==> config.mk <==
export PLATFORM = sky130hd
export DESIGN_NAME = vmem_dma_engine
export DESIGN_NICKNAME = d
export VERILOG_FILES = /design/src/rtl/vmem_dma_engine.sv
export SDC_FILE = /design/constraint.sdc
export NUM_CORES = 1
export LEC_CHECK = 0
export ABC_CLOCK_PERIOD_IN_PS = 10800
export BUFFER_PORTS_ARGS = -buffer_cell sky130_fd_sc_hd__buf_2
export CAP_MARGIN = 15
export CORE_MARGIN = 3
export CORE_UTILIZATION = 40
export DETAILED_ROUTE_END_ITERATION = 12
export GPL_TIMING_DRIVEN = 0
export PLACE_DENSITY = 0.65
export SYNTH_ARGS = -nofsm -noshare
export SYNTH_HDL_FRONTEND = slang
export SYNTH_SLANG_ARGS = --single-unit
==> constraint.sdc <==
create_clock -name clk -period 10.8 [get_ports clk]
set_input_delay 2.7 -clock clk [delete_from_list [all_inputs] [get_ports clk]]
set_output_delay 2.7 -clock clk [all_outputs]
set_load 0.1 [all_outputs]
==> src/rtl/vmem_dma_engine.sv <==
module vmem_dma_engine #(
  parameter int SRC_W       = 24,
  parameter int CNT_W       = 16,
  parameter int DST_W       = 16,
  parameter int STEP_W      = 8,
  parameter int VRAM_BYTES  = 65536,
  parameter int CRAM_BYTES  = 128,
  parameter int VSRAM_BYTES = 80
) (
  input  logic              clk,
  input  logic              rst_n,
  input  logic              dma_en,
  input  logic              start,
  input  logic [1:0]        mode,
  input  logic [SRC_W-1:0]  src_addr,
  input  logic [CNT_W-1:0]  xfer_count,
  input  logic [DST_W-1:0]  dst_addr,
  input  logic [STEP_W-1:0] stride,
  input  logic [1:0]        target,
  input  logic [15:0]       fill_word,
  output logic              ext_req,
  output logic [SRC_W-1:0]  ext_addr,
  input  logic              ext_ack,
  input  logic [15:0]       ext_rdata,
  output logic [DST_W-1:0]  vram_raddr,
  input  logic [7:0]        vram_rdata,
  output logic              wr_en_a,
  output logic              wr_en_b,
  output logic [1:0]        wr_mem,
  output logic [DST_W-1:0]  wr_addr_a,
  output logic [DST_W-1:0]  wr_addr_b,
  output logic [7:0]        wr_data_a,
  output logic [7:0]        wr_data_b,
  output logic              busy
);
  localparam logic [1:0] M_BUS = 2'd1, M_COPY = 2'd2, M_FILL = 2'd3;
  localparam logic [1:0] T_VRAM = 2'd0, T_VSRAM = 2'd2;

  logic [1:0]        mode_q, tgt_q;
  logic [SRC_W-1:0]  src_q;
  logic [DST_W-1:0]  dst_q;
  logic [CNT_W-1:0]  cnt_q;
  logic [STEP_W-1:0] step_q;
  logic [7:0]        fill_q;
  logic              step;

  function automatic logic [DST_W-1:0] wrap(input logic [DST_W-1:0] a, input logic [1:0] t);
    case (t)
      T_VRAM:  wrap = DST_W'(32'(a) % VRAM_BYTES);
      T_VSRAM: wrap = DST_W'(32'(a) % VSRAM_BYTES);
      default: wrap = DST_W'(32'(a) % CRAM_BYTES);
    endcase
  endfunction

  assign step       = busy & dma_en & ((mode_q != M_BUS) | ext_ack);
  assign ext_req    = busy & dma_en & (mode_q == M_BUS);
  assign ext_addr   = src_q;
  assign vram_raddr = src_q[DST_W-1:0];

  always_ff @(posedge clk) begin
    if (!rst_n) begin
      busy    <= 1'b0;
      wr_en_a <= 1'b0;
      wr_en_b <= 1'b0;
      mode_q  <= '0;
      tgt_q   <= '0;
      src_q   <= '0;
      dst_q   <= '0;
      cnt_q   <= '0;
      step_q  <= '0;
      fill_q  <= '0;
      wr_mem  <= '0;
      wr_addr_a <= '0;
      wr_addr_b <= '0;
      wr_data_a <= '0;
      wr_data_b <= '0;
    end else begin
      wr_en_a <= 1'b0;
      wr_en_b <= 1'b0;
      if (step) begin
        wr_en_a   <= 1'b1;
        wr_mem    <= tgt_q;
        wr_addr_a <= wrap(dst_q, tgt_q);
        wr_addr_b <= wrap(dst_q + 1'b1, tgt_q);
        dst_q     <= dst_q + DST_W'(step_q);
        cnt_q     <= cnt_q - 1'b1;
        if (cnt_q == CNT_W'(1)) busy <= 1'b0;
        case (mode_q)
          M_BUS: begin
            wr_en_b   <= 1'b1;
            wr_data_a <= ext_rdata[15:8];
            wr_data_b <= ext_rdata[7:0];
            src_q     <= src_q + SRC_W'(2);
          end
          M_COPY: begin
            wr_data_a <= vram_rdata;
            src_q     <= src_q + SRC_W'(1);
          end
          default: wr_data_a <= fill_q;
        endcase
      end else if (!busy && start && mode != 2'd0 && xfer_count != '0) begin
        busy   <= 1'b1;
        mode_q <= mode;
        tgt_q  <= (mode == M_BUS) ? target : T_VRAM;
        src_q  <= src_addr;
        dst_q  <= dst_addr;
        cnt_q  <= xfer_count;
        step_q <= stride;
        fill_q <= fill_word[7:0];
      end
    end
  end

  a_r3_no_write_disabled: assert property (@(posedge clk) disable iff (!rst_n)
    !dma_en |=> !wr_en_a);
  a_r4_req_only_busy: assert property (@(posedge clk) disable iff (!rst_n)
    ext_req |-> busy);
  a_r4_lane_b_paired: assert property (@(posedge clk) disable iff (!rst_n)
    wr_en_b |-> wr_en_a);
  a_r8_vsram_range: assert property (@(posedge clk) disable iff (!rst_n)
    (wr_en_a && wr_mem == T_VSRAM) |-> (32'(wr_addr_a) < VSRAM_BYTES && 32'(wr_addr_b) < VSRAM_BYTES));
  a_r8_cram_range: assert property (@(posedge clk) disable iff (!rst_n)
    (wr_en_a && (wr_mem == 2'd1 || wr_mem == 2'd3)) |-> 32'(wr_addr_a) < CRAM_BYTES);
  a_r9_last_write_on_fall: assert property (@(posedge clk) disable iff (!rst_n)
    $fell(busy) |-> wr_en_a);
  a_r10_zero_count_idle: assert property (@(posedge clk) disable iff (!rst_n)
    (!busy && start && xfer_count == '0) |=> !busy);
endmodule

==> flow_summary.ini, run 1 <==
[place]
place_inst = 2389
hpwlAfterDp_mm = 38.89
place.gp.congestion = 0.9641
placed_cell_area_sq_um = 13990
io_buffers = 198

[setup_path]
cp.required_ns = 11.18
critPathCapture = wr_addr_b[12]$_SDFFE_PN0P_
cp_max_fo = 10
crit_top_cell = nor4_1
r2r_start = dst_q[1]$_SDFFE_PN0P_
crit_start = dst_q[1]$_SDFFE_PN0P_
rrSetupSlack_ns = 1.23
worst_r2r_endpoint = wr_addr_b[12]$_SDFFE_PN0P_
critical_path_class = register to register
arrival_ns = 9.95
crit_path_top_delay_cell = o311ai_0
rr_worst_depth = 30
startpoint_type = register
critPathMaxStageDelay_ns = 0.89
crit_path_end_kind = register

[pwr]
peakVddDrop_mv = 0.1200
p_per_area_nw_per_um2 = 210.9
p_leak_nw = 5.622

[detailed_routing]
drt_iter0_markers = 1331
via_count = 15170
dr.pass1.iters = 8
drt-total-wl_mm = 50.06
vias_per_cell = 6.267
ant_nets = 0
drcViolationCount = 0
wire_per_inst_um = 20.68

[clock_tree]
clock_path_buffers = 2
cts-hold-fix-buffers = 0
ctsResizeCount = 0
post_cts_buffers = 0
h-tree-depth = 4
clock-sinks = 129
cts_root_buffer = clkbuf_16
clk_pin_slew_ns = 0.06
clk_latency_ns = 0.44
cts_tree = built
numCtsBuffers = 17

[hold_path]
hold_path.class = register to register
worstHoldStart = wr_addr_b[9]$_SDFFE_PN0P_

[sta]
drv_slew = 0
setup_viol = 0
fin_crit_ns = 9.574
post-route-period-util_pct = 88.65
slew_headroom_pct = 27.50
timing.hold.ws_ns = 0.4491
rsz0062_at_grt = no
hold_viol = 0
fmax_mhz = 104.4
setup_tns_ns = 0
fin_skew_ns = 0.01011
worst_slew_pin_slew_ns = 1.074

[floorplan]
dieWidth_um = 182.8
dieArea_sq_um = 33410
num_rows = 64
placeableCoreArea_sq_um = 30670
die_h_um = 182.8
pin_count = 207
start_util_pct = 40.76

[job]
drv_cap = 0

[synthesis]
ys_ff_latch = 129
synth_area_sq_um = 12500
synth-seq-area-share_pct = 20.66
synth_warnings = 0
synth_edf_count = 0
syn_area_per_cell_sq_um = 6.965
synthFlopType = dfxtp_1
synth_cell_types = 104
syn-num-nets = 1928
syn_inst = 1795
ys_async_sr_fraction_pct = 0

[layout]
fin_cells = 2421
fill_cells = 3171
drive_above_1_share_pct = 17.29
syn2layout_area_growth_pct = 16.25
stdcell_area_sq_um = 14530
nNetsFinal = 2145

[global_routing]
grt_max_degree = 17
grt_pass1_wl_mm = 76.96
grt_pass1_vias = 13990
grt.overflow.total = 0
antenna_found_initial = 1
grt_usage_pct = 28.46

[outcome]
status = finished clean
-- cell usage after synthesis, types with 14 or more instances --
library cell | number | area [sq um]
a21boi_0 | 18 | 135.1
nand3_1 | 55 | 275.3
o21a_1 | 16 | 120.1
inv_1 | 28 | 105.1
xnor2_1 | 52 | 455.4
and2_1 | 16 | 100.1
nand2_1 | 245 | 919.6
clkbuf_1 | 80 | 300.3
o21ai_0 | 109 | 545.5
ha_1 | 19 | 237.7
o22ai_1 | 19 | 118.9
a21o_1 | 17 | 127.6
a221oi_1 | 16 | 140.1
dfxtp_1 | 129 | 2582
nor3_1 | 57 | 285.3
a22oi_1 | 24 | 180.2
a21oi_1 | 180 | 900.9
a31oi_1 | 31 | 193.9
nor4_1 | 25 | 156.4
a211oi_1 | 27 | 202.7
buf_2 | 18 | 90.09
nor2_1 | 196 | 735.7
and3_1 | 21 | 131.4
o211ai_1 | 26 | 195.2
mux2i_1 | 15 | 150.1
nand4_1 | 27 | 168.9
buf_4 | 24 | 180.2
or3_1 | 14 | 87.58
-- critical path, delay by kind of cell (launching register included) --
kind	cells	cell delay [ns]
AND/OR/NAND/NOR	13	4.46
AO/OA/AOI/OAI	11	2.89
flip-flops	1	0.54
buffers and inverters	3	0.59
XOR/XNOR	1	0.27
adder cells (fa/ha/maj)	2	0.76
-- registers in the layout (all words and copies together), names as in the netlist, 8 cells and up --
name       count
wr_data_b      8
dst_q         16
ext_addr      24
wr_data_a      8
step_q         8
fill_q         8
wr_addr_b     16
wr_addr_a     16
cnt_q         16
-- logic make-up after synthesis --
group,Yosys count,synth area share (%)
AOI/OAI and AO/OA,641,35.21
xor gates and xnor gates,64,4.484
adders and majority gates,27,2.622
buffers and inverters,164,5.945
DFF,129,20.66
muxes,23,2.082
and+or+nand+nor,747,29.00
-- worst min-delay path by stage --
stage	end	slack [ns]	cells after the start
detailed placement	wr_addr_b[9]$_SDFFE_PN0P_	0.44	2
global route	wr_data_b[5]$_SDFFE_PN0P_	0.47	2
global placement	wr_data_b[7]$_SDFFE_PN0P_	0.44	2
floorplan	fill_q[0]$_SDFFE_PN0P_	0.44	2
finish	wr_addr_b[9]$_SDFFE_PN0P_	0.45	2
CTS	wr_addr_b[9]$_SDFFE_PN0P_	0.46	2
-- metrics by stage --
stage | total power (W) | util (%) | setup WS, ns
after detailed placement | 0.002463 | 45.61 | 1.573
after CTS | 0.003021 | 47.38 | 1.506
final | 0.003065 | 47.39 | 1.226
after floorplan | 0.002044 | - | 3.218
after global routing | 0.003255 | 47.38 | 0.4179
after global placement | 0.002443 | 45.61 | 1.581
-- where the power goes --
part	internal (W)	switching (W)
clock network	0.000315	0.000239
logic	0.000662	0.00132
registers	0.000502	0.0000296
total	0.00148	0.00159
-- cell usage in the layout, fill, tap and decap left out, drive strengths merged, types with 17 or more instances in the layout --
| cell | count |
|---|---|
| buf | 250 |
| nand2 | 246 |
| nor2 | 196 |
| a21oi | 183 |
| dfxtp | 129 |
| o21ai | 116 |
| clkbuf | 98 |
| nor3 | 64 |
| nand3 | 58 |
| xnor2 | 52 |
| a211oi | 33 |
| inv | 32 |
| a31oi | 31 |
| nand4 | 29 |
| nor4 | 29 |
| o211ai | 26 |
| a22oi | 24 |
| and3 | 21 |
| o22ai | 20 |
| ha | 19 |
| a21boi | 19 |
| and2 | 19 |
| mux2i | 18 |
| a21o | 17 |
-- per-layer routing --
| layer | part of all wire, % | vias up | GRT usage (%) |
|---|---|---|---|
| met2 | 45 | 811 | 46.48 |
| met3 | 8.9 | 133 | 4.800 |
| li1 | - | 7136 | - |
| met5 | 0 | - | 0 |
| met4 | 3.9 | 0 | 11.94 |
| met1 | 42 | 7093 | 37.34 |
-- area by class of cell --
| class | instances | area (sq um) | share of cell area (%) |
|---|---|---|---|
| diodes | 1 | 2.502 | 0.01722 |
| plain buffers | 132 | 623.1 | 4.287 |
| clock buffers | 18 | 429.2 | 2.953 |
| clock inverters | 13 | 113.9 | 0.7834 |
| inverters | 32 | 120.1 | 0.8264 |
| multi-input cells | 1502 | 9176 | 63.14 |
| flip-flops and latches | 129 | 2582 | 17.77 |
| well taps | 396 | 495.5 | 3.409 |
| repair buffers | 198 | 991.0 | 6.818 |
Note: power is estimated with default switching activity, not from simulation.
==> inputs of run 2 (changes only) <==
--- a/config.mk
+++ b/config.mk
@@ -10,6 +10,7 @@
 export CAP_MARGIN = 15
 export CORE_MARGIN = 3
 export CORE_UTILIZATION = 40
+export CTS_BUF_LIST = sky130_fd_sc_hd__clkbuf_16
 export DETAILED_ROUTE_END_ITERATION = 12
 export GPL_TIMING_DRIVEN = 0
 export PLACE_DENSITY = 0.65
==> run 2 against run 1 <==
Net effect: setup slack gained 0.012 ns; non-clock buffer count unchanged; clock skew barely moved; global-route usage unchanged; clock power hardly changed; critical path type unchanged.
==> flow_summary.ini, run 2 (same netlist as run 1, synthesis figures left out) <==
[sta]
worst_slew_pin_slew_ns = 1.074
setup_viol = 0
fmax_mhz = 104.6
slew_headroom_pct = 27.50
fin_crit_ns = 9.562
setup_tns_ns = 0
hold_viol = 0
post-route-period-util_pct = 88.54
fin_skew_ns = 0.009949
rsz0062_at_grt = no
drv_slew = 0

[layout]
multi_input_area_sq_um = 9176
seqCellArea_sq_um = 2582
nNetsFinal = 2145
drive_above_1_share_pct = 17.29
stdcell_area_sq_um = 14530
largest_reg_flops = 24
fill_cells = 3171
final_cell_mix = 245 x nand2_1, 216 x buf_2, 196 x nor2_1
final_common_cell = nand2_1
syn2layout_area_growth_pct = 16.25

[clock_tree]
ctsResizeCount = 0
cts_tree = built
clock_path_buffers = 2
clk_pin_slew_ns = 0.06
numCtsBuffers = 17
cts_root_buffer = clkbuf_16
cts-hold-fix-buffers = 0
post_cts_buffers = 0
clock-sinks = 129
h-tree-depth = 4
clk_latency_ns = 0.44

[pwr]
peakVddDrop_mv = 0.1199
switching_share_pct = 51.76
p_per_area_nw_per_um2 = 210.8
p_int_w = 0.001478
p_leak_nw = 5.626
seqPwrFrac_pct = 17.4
p_sw_w = 0.001586
clockPowerShare_pct = 18.0
p_total_w = 0.003063
p_comb_share_pct = 64.6

[detailed_routing]
drcViolationCount = 0
drt_iter0_markers = 1334
drt-total-wl_mm = 50.03
dr.pass1.iters = 6
ant_nets = 0
via_count = 15150
vias_per_cell = 6.259
wire_per_inst_um = 20.67

[floorplan]
die_h_um = 182.8
dieWidth_um = 182.8
placeableCoreArea_sq_um = 30670
dieArea_sq_um = 33410
pin_count = 207
num_rows = 64
start_util_pct = 40.76

[global_routing]
grt.overflow.total = 0
grt_max_degree = 17
antenna_found_initial = 1
grt_usage_pct = 28.46
grt_pass1_wl_mm = 76.96
grt_pass1_vias = 13990

[setup_path]
crit_path_top_delay_cell = o311ai_0
arrival_ns = 9.94
startpoint_type = register
cp_max_fo = 10
crit_top_cell = nor4_1
critPathMaxStageDelay_ns = 0.89
critical_path_class = register to register
crit_path_end_kind = register
cp.required_ns = 11.18

[outcome]
status = finished clean

[place]
place.gp.congestion = 0.9641
hpwlAfterDp_mm = 38.89
io_buffers = 198
placed_cell_area_sq_um = 13990

[job]
drv_cap = 0

[hold_path]
hold_path.class = register to register
-- run 2: cell types whose count changed in the layout (fill, tap and decap cells not counted), sizes merged --
cell	before	now
clkbuf	98	97
inv	32	33
-- run 2: final cells by class --
type	instances	share of cell area, %
Buffer	132	4.287
Antenna cell	1	0.01722
Clock buffer	17	2.927
Clock inverter	14	0.8092
Timing Repair Buffer	198	6.818
Sequential cell	129	17.77
Multi-Input combinational cell	1502	63.14
Tap cell	396	3.409
Inverter	32	0.8264
-- run 2: metrics by stage --
step | instances | util [%] | hold slack [ns] | setup WS [ns]
after floorplan | 1795 | - | 0.4366 | 3.218
after global placement | 2389 | 45.61 | 0.4412 | 1.581
after detailed placement | 2389 | 45.61 | 0.4428 | 1.573
after CTS | 2420 | 47.38 | 0.4558 | 1.505
after global routing | 2420 | 47.38 | 0.4692 | 0.4179
final | 2421 | 47.39 | 0.4491 | 1.238
-- run 2: final timing paths --
check	startpoint	to	slack, ns	cells after the start
hold reg to reg	wr_addr_b[9]$_SDFFE_PN0P_	wr_addr_b[9]$_SDFFE_PN0P_	0.45	2
setup / recovery	dst_q[1]$_SDFFE_PN0P_	wr_addr_b[12]$_SDFFE_PN0P_	1.24	30
setup reg to reg	dst_q[1]$_SDFFE_PN0P_	wr_addr_b[12]$_SDFFE_PN0P_	1.24	30
hold / removal	wr_addr_b[9]$_SDFFE_PN0P_	wr_addr_b[9]$_SDFFE_PN0P_	0.45	2
-- run 2: worst max-delay path, delay by kind of cell, from the launching register on --
kind	cells	cell delay, ns
AND/OR/NAND/NOR	13	4.45
AO/OA/AOI/OAI	11	2.89
adder cells (fa/ha/maj)	2	0.76
buffers and inverters	3	0.59
flip-flops	1	0.54
XOR/XNOR	1	0.27
-- run 2: routing by layer --
metal	vias to the layer above	GRT usage (%)	wire [um]
li1	7139	-	-
met1	7056	37.34	20800
met2	821	46.48	22670
met3	138	4.800	4571
met4	0	11.94	1990
met5	-	0	0
-- run 2: power by group through the flow --
stage	Clock, W	Sequential, W	Combinational, W
2_1_floorplan	0	0.000619	0.00142
3_3_place_gp	0	0.000540	0.00190
3_5_place_dp	0	0.000541	0.00192
4_1_cts	0.000555	0.000531	0.00193
5_1_grt	0.000574	0.000535	0.00215
6_report	0.000553	0.000532	0.00198
